File: config.mk
export PLATFORM = sky130hd
export DESIGN_NAME = spi_reg_master
export DESIGN_NICKNAME = d
export VERILOG_FILES = /design/src/rtl/spi_reg_master.sv
export SDC_FILE = /design/constraint.sdc
export NUM_CORES = 1
export LEC_CHECK = 0
export BUFFER_PORTS_ARGS = -buffer_cell sky130_fd_sc_hd__buf_2
export CELL_PAD_IN_SITES_DETAIL_PLACEMENT = 1
export CELL_PAD_IN_SITES_GLOBAL_PLACEMENT = 2
export CORE_ASPECT_RATIO = 1.25
export CORE_UTILIZATION = 40
export CTS_CLUSTER_DIAMETER = 150
export DETAILED_ROUTE_END_ITERATION = 10
export PLACE_DENSITY_LB_ADDON = 0.3
export SLEW_MARGIN = 20
export SYNTH_ARGS = -nofsm -noshare
export SYNTH_HDL_FRONTEND = slang
export SYNTH_SLANG_ARGS = --single-unit
File: constraint.sdc
create_clock -name clk -period 4.4 [get_ports clk]
set_input_delay 0.44 -clock clk [delete_from_list [all_inputs] [get_ports clk]]
set_output_delay 0.44 -clock clk [all_outputs]
set_load 0.01 [all_outputs]
File: src/rtl/spi_reg_master.sv
module spi_reg_master #(
  parameter int SCK_HALF = 10
) (
  input  logic       clk,
  input  logic       rst_n,
  input  logic       req_valid,
  input  logic       req_long,
  input  logic       req_write,
  input  logic [9:0] req_addr,
  input  logic [7:0] req_wdata,
  input  logic       irq_en_in,
  output logic       irq_en_out,
  output logic       busy,
  output logic       done,
  output logic [7:0] rd_data,
  output logic       sck,
  output logic       cs_n,
  output logic       mosi,
  input  logic       miso
);
  localparam int CW = (SCK_HALF > 1) ? $clog2(SCK_HALF) : 1;
  localparam int FW = 24;

  typedef enum logic [2:0] {S_IDLE, S_LOW, S_HIGH, S_TAIL, S_GAP} st_t;

  st_t           st;
  logic [CW-1:0] div;
  logic [FW-1:0] sh, frame;
  logic [4:0]    bit_no, last_bit;
  logic [7:0]    rx;
  logic          rd_q, gap2, sck_q;
  logic          tick;

  assign tick       = (div == CW'(SCK_HALF - 1));
  assign busy       = (st != S_IDLE);
  assign cs_n       = (st == S_IDLE) || (st == S_GAP);
  assign sck        = sck_q;
  assign mosi       = sh[FW-1];
  assign irq_en_out = irq_en_in & ~busy;

  always_comb begin
    case ({req_long, req_write})
      2'b00:   frame = {1'b0, req_addr[5:0], 1'b0, 16'h0000};
      2'b01:   frame = {1'b0, req_addr[5:0], 1'b1, req_wdata, 8'h00};
      2'b10:   frame = {1'b1, req_addr[9:3], req_addr[2:0], 5'b00000, 8'h00};
      default: frame = {1'b1, req_addr[9:3], req_addr[2:0], 1'b1, 4'b0000, req_wdata};
    endcase
  end

  always_ff @(posedge clk or negedge rst_n) begin
    if (!rst_n) begin
      st       <= S_IDLE;
      div      <= '0;
      sh       <= '0;
      bit_no   <= '0;
      last_bit <= '0;
      rx       <= '0;
      rd_q     <= 1'b0;
      gap2     <= 1'b0;
      sck_q    <= 1'b0;
      done     <= 1'b0;
      rd_data  <= '0;
    end else begin
      done <= 1'b0;
      if (st == S_IDLE) begin
        div <= '0;
        if (req_valid) begin
          sh       <= frame;
          last_bit <= req_long ? 5'd23 : 5'd15;
          bit_no   <= '0;
          rd_q     <= ~req_write;
          st       <= S_LOW;
        end
      end else begin
        div <= tick ? '0 : div + 1'b1;
        if (tick) begin
          case (st)
            S_LOW: begin
              sck_q <= 1'b1;
              rx    <= {rx[6:0], miso};
              st    <= S_HIGH;
            end
            S_HIGH: begin
              sck_q <= 1'b0;
              if (bit_no == last_bit) begin
                st <= S_TAIL;
              end else begin
                bit_no <= bit_no + 1'b1;
                sh     <= {sh[FW-2:0], 1'b0};
                st     <= S_LOW;
              end
            end
            S_TAIL: begin
              gap2 <= 1'b0;
              st   <= S_GAP;
            end
            default: begin
              if (gap2) begin
                st   <= S_IDLE;
                done <= 1'b1;
                if (rd_q) rd_data <= rx;
              end else begin
                gap2 <= 1'b1;
              end
            end
          endcase
        end
      end
    end
  end
endmodule


==> results of run 1 <==
[path summary, 6_finish.rpt]
check	to	startpoint	cells after the start
hold reg to reg	div[0]	div[0]	1
min in group clk	rx[0]	miso	2
max in group asynchronous	sh[2]	rst_n	2
setup reg to reg	sh[15]	st[2]	5
setup / recovery	busy	st[2]	3
hold / removal	div[2]	rst_n	2
[routing by layer]
layer  GRT usage [%]  up-vias  wire length [um]
met3            5.40        6               167
met2            32.7       30              2990
met5               0        -                 0
met4            5.19        0                55
li1                -      980                 -
met1            22.0     1033              2800
[synth_stat cells (4+ instances only)]
cell type	count
inv_1	9
mux2i_1	11
o21ai_0	18
nor2_1	12
buf_2	4
nand3_1	16
dfrtp_1	59
mux2_2	40
clkbuf_1	6
nand2_1	44
[cells in the final DEF, fill, tap and decap left out, types with 9 or more instances in the layout]
cell type  count
dfrtp_1       59
nand2_1       44
mux2_2        40
buf_2         38
o21ai_0       18
nand3_1       16
nor2_1        12
mux2i_1       11
clkbuf_8      10
inv_1          9
[logic make-up after synthesis]
logic type / count (synthesis)
XOR/XNOR: 4
flip-flops: 59
adder cells (fa/ha/maj): 3
AO/OA/AOI/OAI: 31
buffers and inverters: 22
AND/OR/NAND/NOR: 89
multiplexers: 51
[where the power goes]
part	total [mW]	switching [mW]	internal, mW
Combinational	0.0405	0.0252	0.0153
Sequential	0.548	0.00197	0.546
Clock	0.561	0.227	0.334
[metrics by stage]
step / worst slack (ns) / utilization [%] / instance area, um^2 / hold slack, ns / std cells
after floorplan: 2.56 / - / 2830 / 0.144 / 259
after global placement: 1.80 / 46.0 / 3080 / 0.484 / 373
after detailed placement: 1.76 / 46.0 / 3080 / 0.488 / 373
after CTS: 1.46 / 49.4 / 3300 / 0.288 / 389
after global routing: 1.27 / 49.4 / 3300 / 0.320 / 389
final: 1.53 / 49.4 / 3300 / 0.249 / 389
[area by class of cell]
class / count / area, um^2
Fill cell: 767 / 3380
Tap cell: 87 / 109
Clock buffer: 10 / 138
Sequential cell: 59 / 1480
Inverter: 9 / 33.8
Timing Repair Buffer: 40 / 205
Multi-Input combinational cell: 178 / 1250
Clock inverter: 6 / 88.8
[worst max-delay path, delay by kind of cell (launching register included)]
family                 cells  cell delay (ns)
flip-flops                 1             0.48
buffers and inverters      2             0.97
AND/OR/NAND/NOR            1             0.64
[registers in the layout, indices dropped and copies added (netlist names)]
name and count:
sh 24, bit_no 5, rx 8, last_bit 3, div 4, st 3, done 1, rd_q 1
sck 1, rd_data 8, gap2 1
==> impl_results.md, run 1 <==
- Cts hold-fix bufs: 0
- Initial antenna violation count: 0
- Largest family of logic cells by synthesized area: multiplexers
- First-pass GRT wire length: 10500 um
- Count of final setup violators: 0
- Clock Skews: 0.00955 ns
- Syn Inst Count: 259
- Largest net degree at the start of global routing: 60
- Final period utilization: 65.2%
- CTS tree: yes
- Slowest stage delay, CP: 0.64 ns
- Post-synthesis cell area: 2830 um^2
- Post-CTS setup buffer count: 0
- Max Buffers Root-to-Sink: 2
- Netlist cell types: 38
- Layout area overhead: 16.7%
- CP cell instances: nor3_4 > inv_1 > buf_2
- Fin Setup TNS: 0 ns
- Worst-path clk slew: 0.07 ns
- Vias in the first global route: 2190
- Post-synthesis mux area share: 19.8%
- Synth Area in XOR/XNOR: 1.24%
- Die ar.: 7420 um^2
- Final Power: 1.15 mW
- HP Class: in -> async
- Syn avg cell area: 10.9 um^2
- DRT iter0 DRCs: 94
- Outcome: finished clean
- Fmax: 349 MHz
- Total congestion overflow: 0
- VDD IR-drop max: 0.187 mV
- Synth top area cells: dfrtp_1, mux2_2, nand2_1
- WL final: 6010 um
- Drt wl/cell: 15.5 um
- Nets@finish: 325
- Highest net fanout along the worst path: 33
- Core area: 6690 um^2
- Flops & latches, synth: 59
- Final GP Congestion: 0.757
- Post-route DRC: 0
- Tot GR Track Use: 18.5%
- Number of gates resized after CTS: 0
- Sequential cell area fraction in the yosys report: 52.1%
- Crit start category: flip-flop
- Post-route minimum period: 2.87 ns
- RSZ-0062 raised after global routing: no
- Skew-Pair Late Insertion Delay: 0.33 ns
- PortBufs: 38
- Synth Area in Compound Gates: 7.07%
- DRT antenna net count: 0
- Pre-antenna DRT Iters: 4
- Clk sinks: 59
- Top-area cell type share of the netlist area: 52.1%
- CP max-delay cell: nor3_4
- Synthesized netlist net count: 287
- Via/cell ratio: 5.27
- Initial core utilization: 42.3%
- R2R Setup Slk: 1.79 ns
- Routed vias: 2049
- Dpl hpwl: 4150 um
- WS Path Type: reg -> out
- Synth Area in Adders: 1.33%
- Chip height: 96.1 um
- Simple-gate area share of the yosys netlist: 14.8%
- Crit path DAT: 2.43 ns
- Num ports: 39
- Synth async-reset ratio: 100%
- Die Span X: 77.3 um
- Worst-margin pin slew: 0.960 ns
- Max transition margin: 35.9%
- Power per Cell Area: 348 nW/um^2
- Fraction of layout cells with a size suffix above 1: 33.4%
- # diodes: 0
- Pins over their slew limit: 0
- Endpoint class of the critical path: output pin
- Root Buffer: clkbuf_8
- Area leader, netlist: dfrtp_1
- Static Leak: 1.55 nW
- Main flop type after synthesis: dfrtp_1
- Max-cap violation count: 0
- Req. time, crit path: 3.96 ns
- Synth warnings: 0
- TritonCTS Buffers: 9
- Final hold violation count: 0
- EDFF count, synth: 0
- Core Rows: 33
- H-Tree Depth: 3
No activity file was read; power rests on OpenSTA's default activity.
==> run 2: changes to the inputs <==
CORE_UTILIZATION = 37   (was 40)
clock period = 2.93 ns   (was 4.4 ns; I/O delays follow)
==> run 2 against run 1 <==
Net effect:
- global-route usage is 0.26 points lower
- worst hold slack worse by 0.069 ns
- routed wire length is 2.7% higher
- die area is 7.9% higher
- register-to-register slack worse by 1.2 ns
- clock power is 66% higher
- core utilization is 3.8 points lower
- power is 58% higher
- clock-buffer cell count is 1 lower
- first-iteration DRC count is 16% lower
- via count stayed put
- non-clock buffer count is 5 higher
- critical endpoint is now sh[1]
- critical path type is now reg -> reg
==> impl_results.md, run 2 (synthesized netlist as in run 1, its figures left out) <==
- Drt wl/cell: 15.5 um (+0.12%)
- Fraction of layout cells with a size suffix above 1: 34.2% (+0.76 points)
- Most flops, register: sh
- Via/cell ratio: 5.14 (-2.5%)
- CP max-delay cell: o31ai_4
- Static Leak: 1.59 nW (+2.2%)
- DRT iter0 DRCs: 79 (-16%)
- Core area: 7400 um^2 (+11%)
- Die Span X: 80.3 um (+3.9%)
- Core Rows: 35 (+6.1%)
- Layout area overhead: 19.0%
- Final hold violation count: 0 (unchanged)
- Non-Filler Instances: 399 (+2.6%)
- Endpoint class of the critical path: flip-flop
- CP cell instances: inv_1 > ha_1 > nand4b_1 > o31ai_4 > buf_4 > mux2_2
- Critical Path End: sh[1]
- Pins over their slew limit: 0 (unchanged)
- R2R Setup Slk: 0.55 ns (-1.24 ns)
- WS Path Type: reg -> reg
- Commonest non-fill, non-tap cells in the layout: dfrtp_1, nand2_1, mux2_2
- Largest register FFs: 24 (unchanged)
- VDD IR-drop max: 0.252 mV (+34%)
- Max transition margin: 53.4% (+18 points)
- Worst Setup SP: div[1]
- Critical Path Stages: 6 (+3)
- Fin Setup TNS: 0 ns (unchanged)
- Placed inst area: 3110 um^2 (+1.2%)
- Largest net degree at the start of global routing: 31 (-48%)
- Nets@finish: 330 (+1.5%)
- Vias in the first global route: 2158 (-1.5%)
- Max-cap violation count: 0 (unchanged)
- Skew-Pair Late Insertion Delay: 0.34 ns (about the same)
- Chip height: 99.8 um (+3.9%)
- Biggest regs: sh: 24 flops, rd_data: 8 flops, rx: 8 flops
- Req. time, crit path: 3.16 ns (-0.80 ns)
- Num ports: 39 (unchanged)
- First-pass GRT wire length: 10900 um (+3.9%)
- Reg2Reg Launch Point: div[1]
- Final GP Congestion: 0.723 (-4.4%)
- Tot GR Track Use: 18.3% (-0.26 points)
- Fmax: 419 MHz
- WL final: 6180 um (+2.7%)
- Pre-antenna DRT Iters: 4 (unchanged)
- Final Core Density: 45.6% (-3.8 points)
- Routed vias: 2049 (unchanged)
- Buf/Inv on CP: 2 (unchanged)
- Final instance area: 3370 um^2 (+2.0%)
- DRT antenna net count: 0 (unchanged)
- # diodes: 0 (unchanged)
- Crit start category: flip-flop
- Post-route minimum period: 2.38 ns
- Initial antenna violation count: 0 (unchanged)
- Dpl hpwl: 4420 um (+6.6%)
- Largest delay contributor family on the critical path: compound AO/OA/AOI/OAI gates
- Hold wc startpoint: miso
- Outcome: finished clean
- Hold Path Cell Cnt: 2
- Fill cell total of the finished layout: 829 (+8.1%)
- Reg-to-Reg End: sh[1]
- Count of final setup violators: 0 (unchanged)
- Worst-margin pin slew: 0.699 ns (-0.262 ns)
- Number of gates resized after CTS: 0 (unchanged)
- Slowest stage delay, CP: 0.68 ns (+0.04 ns)
- Final period utilization: 81.4%
- Worst-path clk slew: 0.07 ns (about the same)
- H-Tree Depth: 3 (unchanged)
- Clock Skews: 0.00640 ns (-0.00315 ns)
- TritonCTS Buffers: 9 (unchanged)
- Cts hold-fix bufs: 1 (+1)
- Root Buffer: clkbuf_8
- PortBufs: 38 (unchanged)
- Crit path DAT: 2.61 ns (+0.18 ns)
- Commonest non-fill, non-tap cell in the layout: dfrtp_1
- Max Buffers Root-to-Sink: 2 (unchanged)
- Highest net fanout along the worst path: 15 (-55%)
- Cells after DPL: 382 (+2.4%)
- Clk sinks: 59 (unchanged)
- CTS tree: yes
- Post-CTS setup buffer count: 0 (unchanged)
- Total congestion overflow: 0 (unchanged)
- Power per Cell Area: 538 nW/um^2 (+55%)
- HP Class: in -> reg
- RSZ-0062 raised after global routing: no
- FF-to-FF path depth: 6 (+1)
- Post-route DRC: 0 (unchanged)
- Initial core utilization: 38.3% (-4.1 points)
- Die ar.: 8010 um^2 (+7.9%)
==> run 2: report_power, final <==
group	internal, mW	switching, mW	leakage [nW]
Clock	0.572	0.358	0.120
Combinational	0.0248	0.0386	0.773
Sequential	0.819	0.00302	0.696
Total	1.42	0.400	1.59
==> run 2: per-layer routing <==
metal	vias up	track usage, %	wire [um]
li1	986	-	-
met1	1017	23.8	2790
met2	34	28.1	3050
met3	12	5.64	212
met4	0	7.42	119
met5	-	0	0
==> run 2: worst min-delay path by stage <==
stage,to
floorplan,bit_no[0]
global placement,div[2]
detailed placement,div[3]
CTS,rx[0]
global route,rx[0]
finish,rx[0]
==> run 2: cell type report <==
type                    instances  area [um^2]  share of cell area (%)
multi-input cells             178         1250                    37.2
repair buffers                 45          245                    7.27
well taps                      92          115                    3.41
flip-flops and latches         59         1480                    43.8
clock inverters                 7          124                    3.67
inverters                       9         33.8                    1.00
clock buffers                   9          124                    3.67
==> run 2: through the flow <==
| stage | hold slack, ns | total power [mW] | setup slack, ns |
|---|---|---|---|
| final | 0.180 | 1.82 | 0.546 |
| after global routing | 0.171 | 1.89 | 0.347 |
| after CTS | 0.159 | 1.84 | 0.524 |
| after detailed placement | 0.374 | 0.902 | 0.558 |
| after global placement | 0.387 | 0.902 | 0.599 |
| after floorplan | -0.00259 | 0.858 | 1.09 |
==> run 2: worst reg2reg max path: cells and delay by family (launching register included) <==
kind	cells	cell delay, ns
AO/OA/AOI/OAI	1	0.68
multiplexers	1	0.36
flip-flops	1	0.40
AND/OR/NAND/NOR	1	0.22
buffers and inverters	2	0.42
adder cells (fa/ha/maj)	1	0.19
